$ cat config.mk
export PLATFORM = sky130hd
export DESIGN_NAME = frac_sync_blkgen
export DESIGN_NICKNAME = d
export VERILOG_FILES = /design/src/rtl/fsbg_pkg.sv /design/src/rtl/fsbg_pos_cnt.sv /design/src/rtl/fsbg_phase_acc.sv /design/src/rtl/fsbg_bsn_cnt.sv /design/src/rtl/frac_sync_blkgen.sv
export SDC_FILE = /design/constraint.sdc
export NUM_CORES = 1
export LEC_CHECK = 0
export BUFFER_PORTS_ARGS = -buffer_cell sky130_fd_sc_hd__clkbuf_2
export CAP_MARGIN = 20
export CORE_UTILIZATION = 30
export DETAILED_ROUTE_END_ITERATION = 7
export PLACE_DENSITY = 0.58
export SLEW_MARGIN = 20
export SYNTH_ARGS = -nofsm -noshare
export SYNTH_HDL_FRONTEND = slang
export SYNTH_SLANG_ARGS = --single-unit
$ cat constraint.sdc
create_clock -name clk -period 10.9 [get_ports clk]
set_clock_uncertainty 0.15 [all_clocks]
set_input_delay 1.09 -clock clk [delete_from_list [all_inputs] [get_ports clk]]
set_output_delay 1.09 -clock clk [all_outputs]
set_load 0.01 [all_outputs]
$ cat src/rtl/fsbg_pkg.sv
package fsbg_pkg;

    typedef enum logic [1:0] {
        S_IDLE = 2'd0,
        S_HEAD = 2'd1,
        S_BODY = 2'd2
    } fsm_t;

endpackage

$ cat src/rtl/fsbg_pos_cnt.sv
// Sample position inside the current block.
module fsbg_pos_cnt #(
    parameter int LEN_W = 16
) (
    input  logic             clk,
    input  logic             rst_n,
    input  logic             clr,
    input  logic             adv,
    input  logic [LEN_W-1:0] len,
    output logic             last
);

    logic [LEN_W-1:0] pos_q;

    always_comb begin
        last = (pos_q == (len - LEN_W'(1)));
    end

    always_ff @(posedge clk or negedge rst_n) begin
        if (!rst_n) begin
            pos_q <= '0;
        end else if (clr) begin
            pos_q <= '0;
        end else if (adv) begin
            pos_q <= last ? '0 : pos_q + LEN_W'(1);
        end
    end

endmodule

$ cat src/rtl/fsbg_phase_acc.sv
// Remainder of block starts modulo one second; flags the next block as sync.
module fsbg_phase_acc #(
    parameter int SPS_W = 32,
    parameter int LEN_W = 16
) (
    input  logic             clk,
    input  logic             rst_n,
    input  logic             clr,
    input  logic             blk_end,
    input  logic [LEN_W-1:0] len,
    input  logic [SPS_W-1:0] sps,
    output logic             sync_pend
);

    localparam int ACC_W = SPS_W + 1;

    logic [SPS_W-1:0] acc_q;
    logic [ACC_W-1:0] sum;
    logic             wrap;

    always_comb begin
        sum  = ACC_W'(acc_q) + ACC_W'(len);
        wrap = (sum >= ACC_W'(sps));
    end

    always_ff @(posedge clk or negedge rst_n) begin
        if (!rst_n) begin
            acc_q     <= '0;
            sync_pend <= 1'b0;
        end else if (clr) begin
            acc_q     <= '0;
            sync_pend <= 1'b1;
        end else if (blk_end) begin
            acc_q     <= wrap ? SPS_W'(sum - ACC_W'(sps)) : SPS_W'(sum);
            sync_pend <= wrap;
        end
    end

endmodule

$ cat src/rtl/fsbg_bsn_cnt.sv
// Loadable block sequence counter.
module fsbg_bsn_cnt #(
    parameter int BSN_W = 64
) (
    input  logic             clk,
    input  logic             rst_n,
    input  logic             load,
    input  logic [BSN_W-1:0] load_val,
    input  logic             inc,
    output logic [BSN_W-1:0] bsn
);

    always_ff @(posedge clk or negedge rst_n) begin
        if (!rst_n) begin
            bsn <= '0;
        end else if (load) begin
            bsn <= load_val;
        end else if (inc) begin
            bsn <= bsn + BSN_W'(1);
        end
    end

endmodule

$ cat src/rtl/frac_sync_blkgen.sv
module frac_sync_blkgen
    import fsbg_pkg::*;
#(
    parameter int LEN_W = 16,
    parameter int SPS_W = 32,
    parameter int BSN_W = 64
) (
    input  logic             clk,
    input  logic             rst_n,
    input  logic             start_i,
    input  logic [BSN_W-1:0] start_bsn,
    input  logic [LEN_W-1:0] cfg_blk_len,
    input  logic [SPS_W-1:0] cfg_sps,
    input  logic             in_valid,
    output logic             out_valid,
    output logic             out_sop,
    output logic             out_eop,
    output logic             out_sync,
    output logic [BSN_W-1:0] out_bsn
);

    fsm_t             state_q, state_d;
    logic [LEN_W-1:0] len_q;
    logic [SPS_W-1:0] sps_q;
    logic             fire, last, blk_end, sync_pend;
    logic [BSN_W-1:0] bsn_cur;

    always_comb begin
        fire    = in_valid && (state_q != S_IDLE) && !start_i;
        blk_end = fire && last;
    end

    // configuration captured only at start
    always_ff @(posedge clk or negedge rst_n) begin
        if (!rst_n) begin
            len_q <= LEN_W'(1);
            sps_q <= SPS_W'(1);
        end else if (start_i) begin
            len_q <= cfg_blk_len;
            sps_q <= cfg_sps;
        end
    end

    fsbg_pos_cnt #(.LEN_W(LEN_W)) pos_i (
        .clk   (clk),
        .rst_n (rst_n),
        .clr   (start_i),
        .adv   (fire),
        .len   (len_q),
        .last  (last)
    );

    fsbg_phase_acc #(.SPS_W(SPS_W), .LEN_W(LEN_W)) acc_i (
        .clk       (clk),
        .rst_n     (rst_n),
        .clr       (start_i),
        .blk_end   (blk_end),
        .len       (len_q),
        .sps       (sps_q),
        .sync_pend (sync_pend)
    );

    fsbg_bsn_cnt #(.BSN_W(BSN_W)) bsn_i (
        .clk      (clk),
        .rst_n    (rst_n),
        .load     (start_i),
        .load_val (start_bsn),
        .inc      (blk_end),
        .bsn      (bsn_cur)
    );

    // next-state logic
    always_comb begin
        state_d = state_q;
        if (start_i) begin
            state_d = S_HEAD;
        end else begin
            unique case (state_q)
                S_IDLE: state_d = S_IDLE;
                S_HEAD: if (fire) state_d = last ? S_HEAD : S_BODY;
                S_BODY: if (blk_end) state_d = S_HEAD;
                default: state_d = S_IDLE;
            endcase
        end
    end

    // state register
    always_ff @(posedge clk or negedge rst_n) begin
        if (!rst_n) begin
            state_q <= S_IDLE;
        end else begin
            state_q <= state_d;
        end
    end

    // output register
    always_ff @(posedge clk or negedge rst_n) begin
        if (!rst_n) begin
            out_valid <= 1'b0;
            out_sop   <= 1'b0;
            out_eop   <= 1'b0;
            out_sync  <= 1'b0;
            out_bsn   <= '0;
        end else begin
            out_valid <= fire;
            out_sop   <= fire && (state_q == S_HEAD);
            out_eop   <= blk_end;
            out_sync  <= fire && (state_q == S_HEAD) && sync_pend;
            if (fire) begin
                out_bsn <= bsn_cur;
            end
        end
    end

endmodule

==> Word-level counts from Yosys, hierarchy flattened <==
Index checks and enable logic that the tools add are counted.
{ "totals": {"regBits": 231, "output_inout_bits": 68, "wordCells": 48} }
{ "classes": {"add_sub_neg": 5, "magnitude_cmp": 1, "eq_ne": 5, "mux": 15, "n_reduce_logical": 10} }
{ "op_table": {"columns": ["op", "count"], "rows": [
  ["two-way mux 64 bit", 2],
  ["two-way mux 32 bit", 3],
  ["adder 64 x 1 -> 64 bit (second input constant)", 1],
  ["two-way mux 16 bit", 3],
  ["adder 32 x 16 -> 33 bit", 1],
  [">= comparator 33 x 32 -> 1 bit", 1],
  ["subtractor 32 bit", 1],
  ["adder 16 x 1 -> 16 bit (second input constant)", 1],
  ["== test 16 bit", 1],
  ["subtractor 16 x 1 -> 16 bit (second input constant)", 1],
  ["two-way mux 2 bit", 4],
  ["inequality test 3 bit (second input constant)", 2],
  ["nonzero test 2 bit", 3],
  ["logical AND 1 bit", 5],
  ["case mux 2 bit (2 select lines)", 1],
  ["== test 2 x 1 -> 1 bit (second input constant)", 1],
  ["== test 2 bit (second input constant)", 1],
  ["two-way mux 1 bit", 2],
  ["AND reduction 2 bit", 1],
  ["logical NOT 1 bit", 1]
]} }

==> Depth between registers and ports, before layout <==
Gate-level depths: netlist of the first run.
{ "logic_depth": {"word_depth": 7, "depth_mapped": 23, "depth_no_buf": 22} }

==> Hierarchy <==
From an unflattened synthesis of the first run, not the netlist that was laid out.
{ "unflattened": {"cells_unflattened": 1497, "area_unflattened_um2": 14346.3} }
{ "by_module_without_submodules": {"columns": ["module", "n_inst", "cells_each", "area_per_inst_um2"], "rows": [
  ["fsbg_phase_acc", 1, 639, 4679.5],
  ["frac_sync_blkgen", 1, 263, 4539.4],
  ["fsbg_bsn_cnt", 1, 421, 3714.8],
  ["fsbg_pos_cnt", 1, 174, 1412.6]
]} }

==> Worst setup path after synthesis of the first run <==
No wires, ideal clock.
{ "synth_path": {"kind": "reg-to-reg", "startpoint": "register len_q[0]", "endpoint": "register acc_i.acc_q[30]", "setup_time_ns": 0.129, "arrival_time_ns": 4.852, "setup_slack_ns": 5.769, "path_stages_with_launch": 23, "synth_period_minus_slack_ns": 5.131, "path_cell_list": "dfstp_2 ha_1 inv_1 fa_1 nor2b_1 o21ai_0 a21oi_1 o2111ai_1 a211oi_1 nor2b_1 nand3_1 xnor2_1 ha_1 nand2_1 nor4_1 a221oi_1 nand2b_1 a221o_1 a221o_1 buf_1 clkbuf_1 o31ai_1 a21oi_1"} }
{ "synth_between": {"elab_chain_cells": 5} }
{ "synth_lines": {"columns": ["item", "line", "rtl"], "rows": [
  ["start: declaration", "frac_sync_blkgen.sv:23", "logic [LEN_W-1:0] len_q;"],
  ["start signal: assignment", "frac_sync_blkgen.sv:39", "len_q <= cfg_blk_len;"],
  ["adder 32 x 16 -> 33 bit", "fsbg_phase_acc.sv:22", "sum = ACC_W'(acc_q) + ACC_W'(len);"],
  ["subtractor 32 bit or >= comparator 33 x 32 -> 1 bit (tied branches)", "fsbg_phase_acc.sv:34, fsbg_phase_acc.sv:23", null],
  ["two-way mux 32 bit", "fsbg_phase_acc.sv:34", "acc_q <= wrap ? SPS_W'(sum - ACC_W'(sps)) : SPS_W'(sum);"],
  ["two-way mux 32 bit", "fsbg_phase_acc.sv:33", "end else if (blk_end) begin"],
  ["two-way mux 32 bit", "fsbg_phase_acc.sv:30", "end else if (clr) begin"],
  ["end signal: assignment", "fsbg_phase_acc.sv:34", null],
  ["end: declaration", "fsbg_phase_acc.sv:17", "logic [SPS_W-1:0] acc_q;"]
]} }
Parallel ways exist; a longest one is shown, timed or not. The select of a mux whose other input is x is not followed.
A chain may end at the register's enable or synchronous reset.

==> Final worst setup path of the first run <==
{ "layout_path": {"startpoint": "register len_q[0]", "endpoint": "register acc_i.acc_q[29]"} }
Same word-level chain as after synthesis.

==> key figures, run 1 <==
Outcome
  – Status: finished, final reports clean

Global routing
  – All-Layer GR Usage: 16.3%
  – Initial antenna violation count: 1
  – GRT overflow: 0
  – Largest net degree at the start of global routing: 97
  – Global-route wire length before repair: 59.0 mm
  – Vias in the first global route: 10745

Clock network
  – Worst-skew pair later-pin latency: 0.57 ns
  – CTS max path bufs: 3
  – Htree depth: 1
  – Total clock sinks: 231
  – Post-CTS Setup Inserts: 0
  – CTS tree: built
  – CTS Buf Count: 30
  – Worst-path clk slew: 0.06 ns
  – Clk root buf: clkbuf_16
  – Post-CTS resize count: 0
  – Hold buffers post-CTS: 0

Layout
  – Share of post-route cells with drive strength above 1: 21.1%
  – Syn-to-layout area delta: 19.2%
  – Total Nets Final: 1767
  – Finished Cell Area: 0.0160 mm2

Logic synthesis
  – Cell count after synthesis: 1427
  – Most used DFF post-synth: dfrtp_1
  – Top-area cell type share of the netlist area: 42.6%
  – Largest family of logic cells by synthesized area: simple AND/OR/NAND/NOR gates
  – Synth Area in XOR/XNOR: 9.29%
  – Asr flop ratio synth: 100%
  – Post-Syn Area per Cell: 9.42 um2
  – Compound-gate portion of the synthesized area: 14.3%
  – Most frequent cell after synthesis: dfrtp_1
  – Synthesized flop and latch total: 231
  – Synth Area in Simple Gates: 17.2%
  – Most frequent cells after synthesis: 229 x dfrtp_1, 181 x nand2_1, 165 x o21ai_0
  – Count of cell types in the netlist: 70
  – Top post-synthesis cells by area: dfrtp_1 43%, mux2_2 6.9%, o21ai_0 6.1%
  – Sequential share of the synthesized area: 43.0%
  – Largest area contributor in the netlist: dfrtp_1
  – Net Count, Synth: 1599
  – Syn Std Cell Area: 0.0134 mm2
  – Post-synthesis mux area share: 7.61%
  – Number of enable flip-flop cells after synthesis: 0
  – Adder-cell share of the synthesized area: 5.32%
  – Synth Warn #: 0

Worst setup path
  – Setup CP Type: flop to flop
  – WP buf/inv: 2
  – Worst path max stage delay: 0.76 ns
  – Cell family with most CP delay: compound AO/OA/AOI/OAI gates
  – Slowest cell on the critical path: a211oi_1
  – Cell Chain, Critical Path: ha_1 -> inv_1 -> fa_1 -> nor2b_1 -> o21ai_0 -> a21oi_1 -> o2111ai_1 -> a211oi_1 -> nor2b_1 -> xnor2_1 -> ha_1 -> nand4_1 -> nor4_1 -> a221oi_1 -> nand2b_1 -> a221o_1 -> a221o_1 -> buf_4 -> a311oi_1 -> o21ai_0 -> o31a_1 -> o21ai_0
  – Max Fanout on Critical Path: 22
  – CP endpoint kind: flop
  – Most common cell on crit path: o21ai_0
  – Worst R2R Setup Slack: 4.41 ns
  – CP required: 11.19 ns
  – CP Launch Type: flop
  – CP arrival: 6.78 ns

STA
  – RSZ-0062 raised after global routing: no
  – Relative slew slack: 35.7%
  – Worst setup margin: 4.41 ns
  – Max Fclk: 0.154 GHz
  – Final setup violating endpoints: 0
  – Tmin final: 6.49 ns
  – Final period util: 59.5%
  – Final Max Tran Viols: 0
  – Final Hold Viols: 0
  – Worst-margin pin slew: 0.964 ns
  – Setup TNS: 0 ns

Power and ir drop
  – Flop pwr share: 39.5%
  – Internal power: 0.00199 W
  – Comb pwr share: 23.3%
  – Leak: 7.30 nW
  – Switching power total: 0.000863 W
  – Pwr Density: 178 mW/mm2
  – Sw frac: 30.2%
  – Max IR drop VDD: 0.103 mV
  – Clk network pwr share: 37.2%

Detailed routing
  – Via/cell ratio: 4.94
  – First-pass DRT Iterations: 5
  – WL/cell: 16.8 um
  – Post-DRT Antenna Nets: 0
  – Detailed-route DRC error count: 0
  – Final WL: 37.1 mm
  – Iteration-0 DRC count of the detailed router: 613
  – Vias post-DR: 10927

Floorplanning
  – Initial Util: 30.4%
  – Die H: 214 um
  – Die W: 214 um
  – # rows: 77
  – Top Ports: 184
  – Die area: 0.0457 mm2
  – Core area: 0.0442 mm2

Hold path
  – Hold Path Class: flop to flop

Placement
  – Setup Slack @ Placement: 4.49 ns
  – HPWL Detailed: 26.6 mm
  – PortBufs: 183
  – Placed inst area: 0.0150 mm2
  – Placer Congestion: 0.881

Run
  – Max_cap viols: 0
[per-layer routing]
metal  GRT usage, %  vias up  part of all wire [%]
li1               -     5366                     -
met1           22.6     5253                    47
met2           26.2      259                    46
met3           2.31       49                   4.8
met4           5.32        0                   2.6
met5              0        -                     0
[cells in the final DEF, fill, tap and decap left out, types with 54 or more instances in the layout]
cell and n:
o21ai_0 165, xor2_1 55, nand3_1 70, xnor2_1 85, mux2_2 82, clkbuf_2 181
nor2_1 67, ha_1 54, nand2_1 181, dfrtp_1 229
[cell families after synthesis]
logic type,Yosys count
muxes,92
xor gates and xnor gates,141
adders and majority gates,56
DFF,231
buffers and inverters,109
and+or+nand+nor,472
AOI/OAI and AO/OA,326
[worst register-to-register path, delay by kind of cell (launching register included)]
kind / cells / cell delay [ns]
xor gates and xnor gates: 1 / 0.14
adders and majority gates: 3 / 0.97
AOI/OAI and AO/OA: 11 / 2.81
DFF: 1 / 0.57
buffers and inverters: 2 / 0.45
and+or+nand+nor: 5 / 1.27
[power by group through the flow]
| stage | Combinational, W | Sequential, W | Clock, W |
|---|---|---|---|
| global route | 0.000732 | 0.00115 | 0.00113 |
| floorplan | 0.000356 | 0.00118 | 0 |
| global placement | 0.000665 | 0.00114 | 0 |
| detailed placement | 0.000674 | 0.00114 | 0 |
| CTS | 0.000677 | 0.00113 | 0.00110 |
| finish | 0.000666 | 0.00113 | 0.00106 |
[path summary, 6_finish.rpt]
path / startpoint / endpoint / depth (start not counted)
max: len_q[0]$_DFFE_PN1P_ / acc_i.acc_q[29]$_DFFE_PN0P_ / 22
min: out_bsn[60]$_DFFE_PN0P_ / out_bsn[60]$_DFFE_PN0P_ / 1
max reg2reg: len_q[0]$_DFFE_PN1P_ / acc_i.acc_q[29]$_DFFE_PN0P_ / 22
min reg2reg: out_bsn[60]$_DFFE_PN0P_ / out_bsn[60]$_DFFE_PN0P_ / 1
max in group asynchronous: rst_n / bsn_i.bsn[1]$_DFFE_PN0P_ / 2
min in group asynchronous: rst_n / len_q[15]$_DFFE_PN0P_ / 1
[cell type report]
cell class                      instances  area [um2]
Fill cell                            4492       28200
Antenna cell                            1        2.50
Inverter                               52         195
Clock inverter                         11         195
Tap cell                              592         741
Multi-Input combinational cell       1087        7230
Clock buffer                           45         867
Timing Repair Buffer                  193        1010
Sequential cell                       231        5780
[stage by stage]
step	total power (W)	instances	hold slack, ns	utilization (%)
floorplan	0.00153	1427	0.308	-
global placement	0.00180	2155	0.341	33.8
detailed placement	0.00182	2155	0.346	33.8
CTS	0.00291	2211	0.361	36.2
global route	0.00301	2212	0.373	36.2
finish	0.00286	2212	0.357	36.2
[flip-flops by register name, indices dropped and copies added, names as in the netlist]
name	cells
acc_i.acc_q	32
out_valid	1
sps_q	32
out_bsn	64
acc_i.sync_pend	1
out_sync	1
state_q	2
out_eop	1
len_q	16
out_sop	1
pos_i.pos_q	16
bsn_i.bsn	64
(Power assumes the default switching activity.)
==> run 2, diff against run 1 <==
--- a/config.mk
+++ b/config.mk
@@ -9,7 +9,7 @@
 export CAP_MARGIN = 20
 export CORE_UTILIZATION = 30
 export DETAILED_ROUTE_END_ITERATION = 7
-export PLACE_DENSITY = 0.58
+export PLACE_DENSITY = 0.6
 export SLEW_MARGIN = 20
 export SYNTH_ARGS = -nofsm -noshare
 export SYNTH_HDL_FRONTEND = slang
==> constraint.sdc (replaced) <==
create_clock -name clk -period 5.3 [get_ports clk]
set_clock_uncertainty 0.15 [all_clocks]
set_input_delay 0.53 -clock clk [delete_from_list [all_inputs] [get_ports clk]]
set_output_delay 0.53 -clock clk [all_outputs]
set_load 0.01 [all_outputs]
==> key figures, run 2 (same netlist as run 1, synthesis figures left out) <==
Floorplanning
  – Die H: 214 um (unchanged)
  – Core area: 0.0442 mm2 (unchanged)
  – Die area: 0.0457 mm2 (unchanged)
  – # rows: 77 (unchanged)
  – Top Ports: 184 (unchanged)
  – Initial Util: 30.4% (unchanged)
  – Die W: 214 um (unchanged)

STA
  – Relative slew slack: 36.5% (was 35.7%)
  – Max Fclk: 0.194 GHz (was 0.154 GHz)
  – Final hold slack: 0.0291 ns (was 0.357 ns)
  – Tmin final: 5.15 ns (was 6.49 ns)
  – Worst-margin pin slew: 0.953 ns (was 0.964 ns)
  – Worst setup margin: 0.154 ns (was 4.41 ns)
  – Final period util: 97.1% (was 59.5%)
  – Final Hold Viols: 0 (unchanged)
  – Final Max Tran Viols: 0 (unchanged)
  – Final setup violating endpoints: 0 (unchanged)

Outcome
  – Status: finished, final reports clean (unchanged)

Worst setup path
  – CP required: 5.64 ns (was 11.19 ns)
  – Worst r2r src: len_q[0]$_DFFE_PN1P_ (unchanged)
  – Max Fanout on Critical Path: 11 (was 22)
  – Worst R2R Setup Slack: 0.15 ns (was 4.41 ns)
  – Setup CP Type: flop to flop (unchanged)
  – CP arrival: 5.49 ns (was 6.78 ns)
  – R2R Path End: acc_i.acc_q[24]$_DFFE_PN0P_ (was acc_i.acc_q[29]$_DFFE_PN0P_)
  – CP Launch Type: flop (unchanged)
  – CP endpoint kind: flop (unchanged)
  – Cells on worst reg2reg path: 22 (unchanged)
  – Critical path endpoint: acc_i.acc_q[24]$_DFFE_PN0P_ (was acc_i.acc_q[29]$_DFFE_PN0P_)
  – Crit. Startpoint: len_q[0]$_DFFE_PN1P_ (unchanged)

Placement
  – Placed Instances: 2192 (was 2155)
  – Setup Slack @ Placement: -0.0710 ns (was 4.49 ns)
  – PortBufs: 183 (unchanged)
  – Placer Congestion: 0.884 (was 0.881)
  – HPWL Detailed: 27.2 mm (was 26.6 mm)

Detailed routing
  – Via/cell ratio: 4.92 (was 4.94)
  – Detailed-route DRC error count: 0 (unchanged)
  – First-pass DRT Iterations: 5 (unchanged)
  – Post-DRT Antenna Nets: 0 (unchanged)
  – Vias post-DR: 11421 (was 10927)
  – Final WL: 38.1 mm (was 37.1 mm)
  – Iteration-0 DRC count of the detailed router: 647 (was 613)
  – WL/cell: 16.4 um (was 16.8 um)

Power and ir drop
  – Sw frac: 30.3% (was 30.2%)
  – Pwr Density: 347 mW/mm2 (was 178 mW/mm2)
  – Clk network pwr share: 36.6% (was 37.2%)
  – Flop pwr share: 38.9% (was 39.5%)
  – Switching power total: 0.00180 W (was 0.000863 W)
  – Comb pwr share: 24.5% (was 23.3%)
  – Max IR drop VDD: 0.198 mV (was 0.103 mV)
  – Internal power: 0.00414 W (was 0.00199 W)
  – Leak: 7.82 nW (was 7.30 nW)

Global routing
  – GRT overflow: 0 (unchanged)
  – Largest net degree at the start of global routing: 127 (was 97)
  – Global-route wire length before repair: 61.0 mm (was 59.0 mm)
  – All-Layer GR Usage: 16.8% (was 16.3%)
  – Vias in the first global route: 11412 (was 10745)
  – Initial antenna violation count: 1 (unchanged)

Clock network
  – Total clock sinks: 231 (unchanged)
  – CTS max path bufs: 3 (unchanged)
  – CTS Buf Count: 29 (was 30)
  – Clk root buf: clkbuf_16 (unchanged)
  – Htree depth: 1 (unchanged)
  – Worst-path clk slew: 0.06 ns (about the same)
  – Worst-skew pair later-pin latency: 0.58 ns (was 0.57 ns)
  – CTS tree: built (unchanged)

Layout
  – Share of post-route cells with drive strength above 1: 23.4% (was 21.1%)
  – Most frequent cells in the layout: 229 x dfrtp_1, 181 x clkbuf_2, 180 x nand2_1, 160 x o21ai_0, 84 x xnor2_1 (was 229 x dfrtp_1, 181 x nand2_1, 181 x clkbuf_2, 165 x o21ai_0, 85 x xnor2_1)
  – Total Nets Final: 1877 (was 1767)
  – Syn-to-layout area delta: 27.4% (was 19.2%)
  – Fin cells: 2321 (was 2212)
  – Biggest regs: bsn_i.bsn (64), out_bsn (64) (unchanged)
  – Commonest non-fill, non-tap cell in the layout: dfrtp_1 (unchanged)

Hold path
  – Hold path startpoint: cfg_sps[10] (was out_bsn[60]$_DFFE_PN0P_)
  – Hold depth: 3 (was 1)
  – Hold Path Class: primary input to flop (was flop to flop)

Run
  – Max_cap viols: 0 (unchanged)
==> run 2: cell types whose count changed in the layout (fill, tap and decap cells not counted), sizes merged <==
| cell | change |
|---|---|
| clkbuf | -6 |
| clkinvlp | +1 |
| dlygate4sd3 | +66 |
| buf | +45 |
| inv | +2 |
| bufinv | +1 |
==> run 2: worst min-delay path by stage <==
stage,to,slack [ns]
after global placement,out_bsn[9]$_DFFE_PN0P_,0.34
after floorplan,acc_i.acc_q[0]$_DFFE_PN0P_,0.08
after CTS,bsn_i.bsn[19]$_DFFE_PN0P_,0.0001
after global routing,bsn_i.bsn[47]$_DFFE_PN0P_,0.02
after detailed placement,out_bsn[37]$_DFFE_PN0P_,0.34
final,sps_q[10]$_DFFE_PN0P_,0.03
==> run 2: per-stage QoR <==
stage / area, um2 / total power, W / TNS [ns] / utilization (%)
CTS: 17000 / 0.00602 / 0 / 38.4
finish: 17100 / 0.00594 / 0 / 38.7
floorplan: 13400 / 0.00315 / 0 / -
global route: 17100 / 0.00627 / -0.949 / 38.7
detailed placement: 15200 / 0.00376 / -0.0897 / 34.5
global placement: 15200 / 0.00373 / 0 / 34.5
==> run 2: layer usage <==
metal	share of wire [%]	global-route usage, %	wire length, um
met5	0	0	0
met4	2.7	5.64	1030
met3	3.9	2.27	1480
met2	47	27.4	17800
met1	47	22.8	17800
==> run 2: cell type report <==
class | instances | area [um2]
fillers | 4389 | 27100
multi-input cells | 1087 | 7320
flip-flops and latches | 231 | 5780
repair buffers | 304 | 2040
clock buffers | 39 | 793
well taps | 592 | 741
clock inverters | 15 | 250
inverters | 52 | 195
diodes | 1 | 2.50
==> run 2: power groups by stage <==
stage | sequential (W) | combinational, W | clock, W
2_1_floorplan | 0.00242 | 0.000731 | 0
3_3_place_gp | 0.00233 | 0.00140 | 0
3_5_place_dp | 0.00234 | 0.00142 | 0
4_1_cts | 0.00231 | 0.00147 | 0.00225
5_1_grt | 0.00235 | 0.00160 | 0.00231
6_report | 0.00231 | 0.00146 | 0.00217
==> run 2: critical path, stage by stage, from the launching register on <==
cell and delay (ns):
dfstp_2 0.53, ha_1 0.15, inv_1 0.05, fa_1 0.40
nor2b_1 0.13, o21ai_1 0.10, a21oi_2 0.25, o2111ai_4 0.17
a211oi_2 0.30, nor2b_4 0.21, buf_4 0.13, xnor2_1 0.14
ha_1 0.29, nand4_1 0.17, nor4_1 0.10, a221oi_1 0.28
nand2b_1 0.12, a221o_1 0.35, a221o_1 0.37, or2_4 0.33
nor3b_1 0.22, a21oi_1 0.05, o21ai_0 0.07
==> run 2: repair_timing <==
| action | in CTS | in global routing |
|---|---|---|
| gates resized for setup | 2 | 24 |
| hold buffers | 66 | 0 |
| hold endpoints to repair | 189 | 0 |
| endpoints found under the setup margin | 8 | 33 |
| pin swaps | 0 | 8 |
| buffers inserted | 0 | 8 |
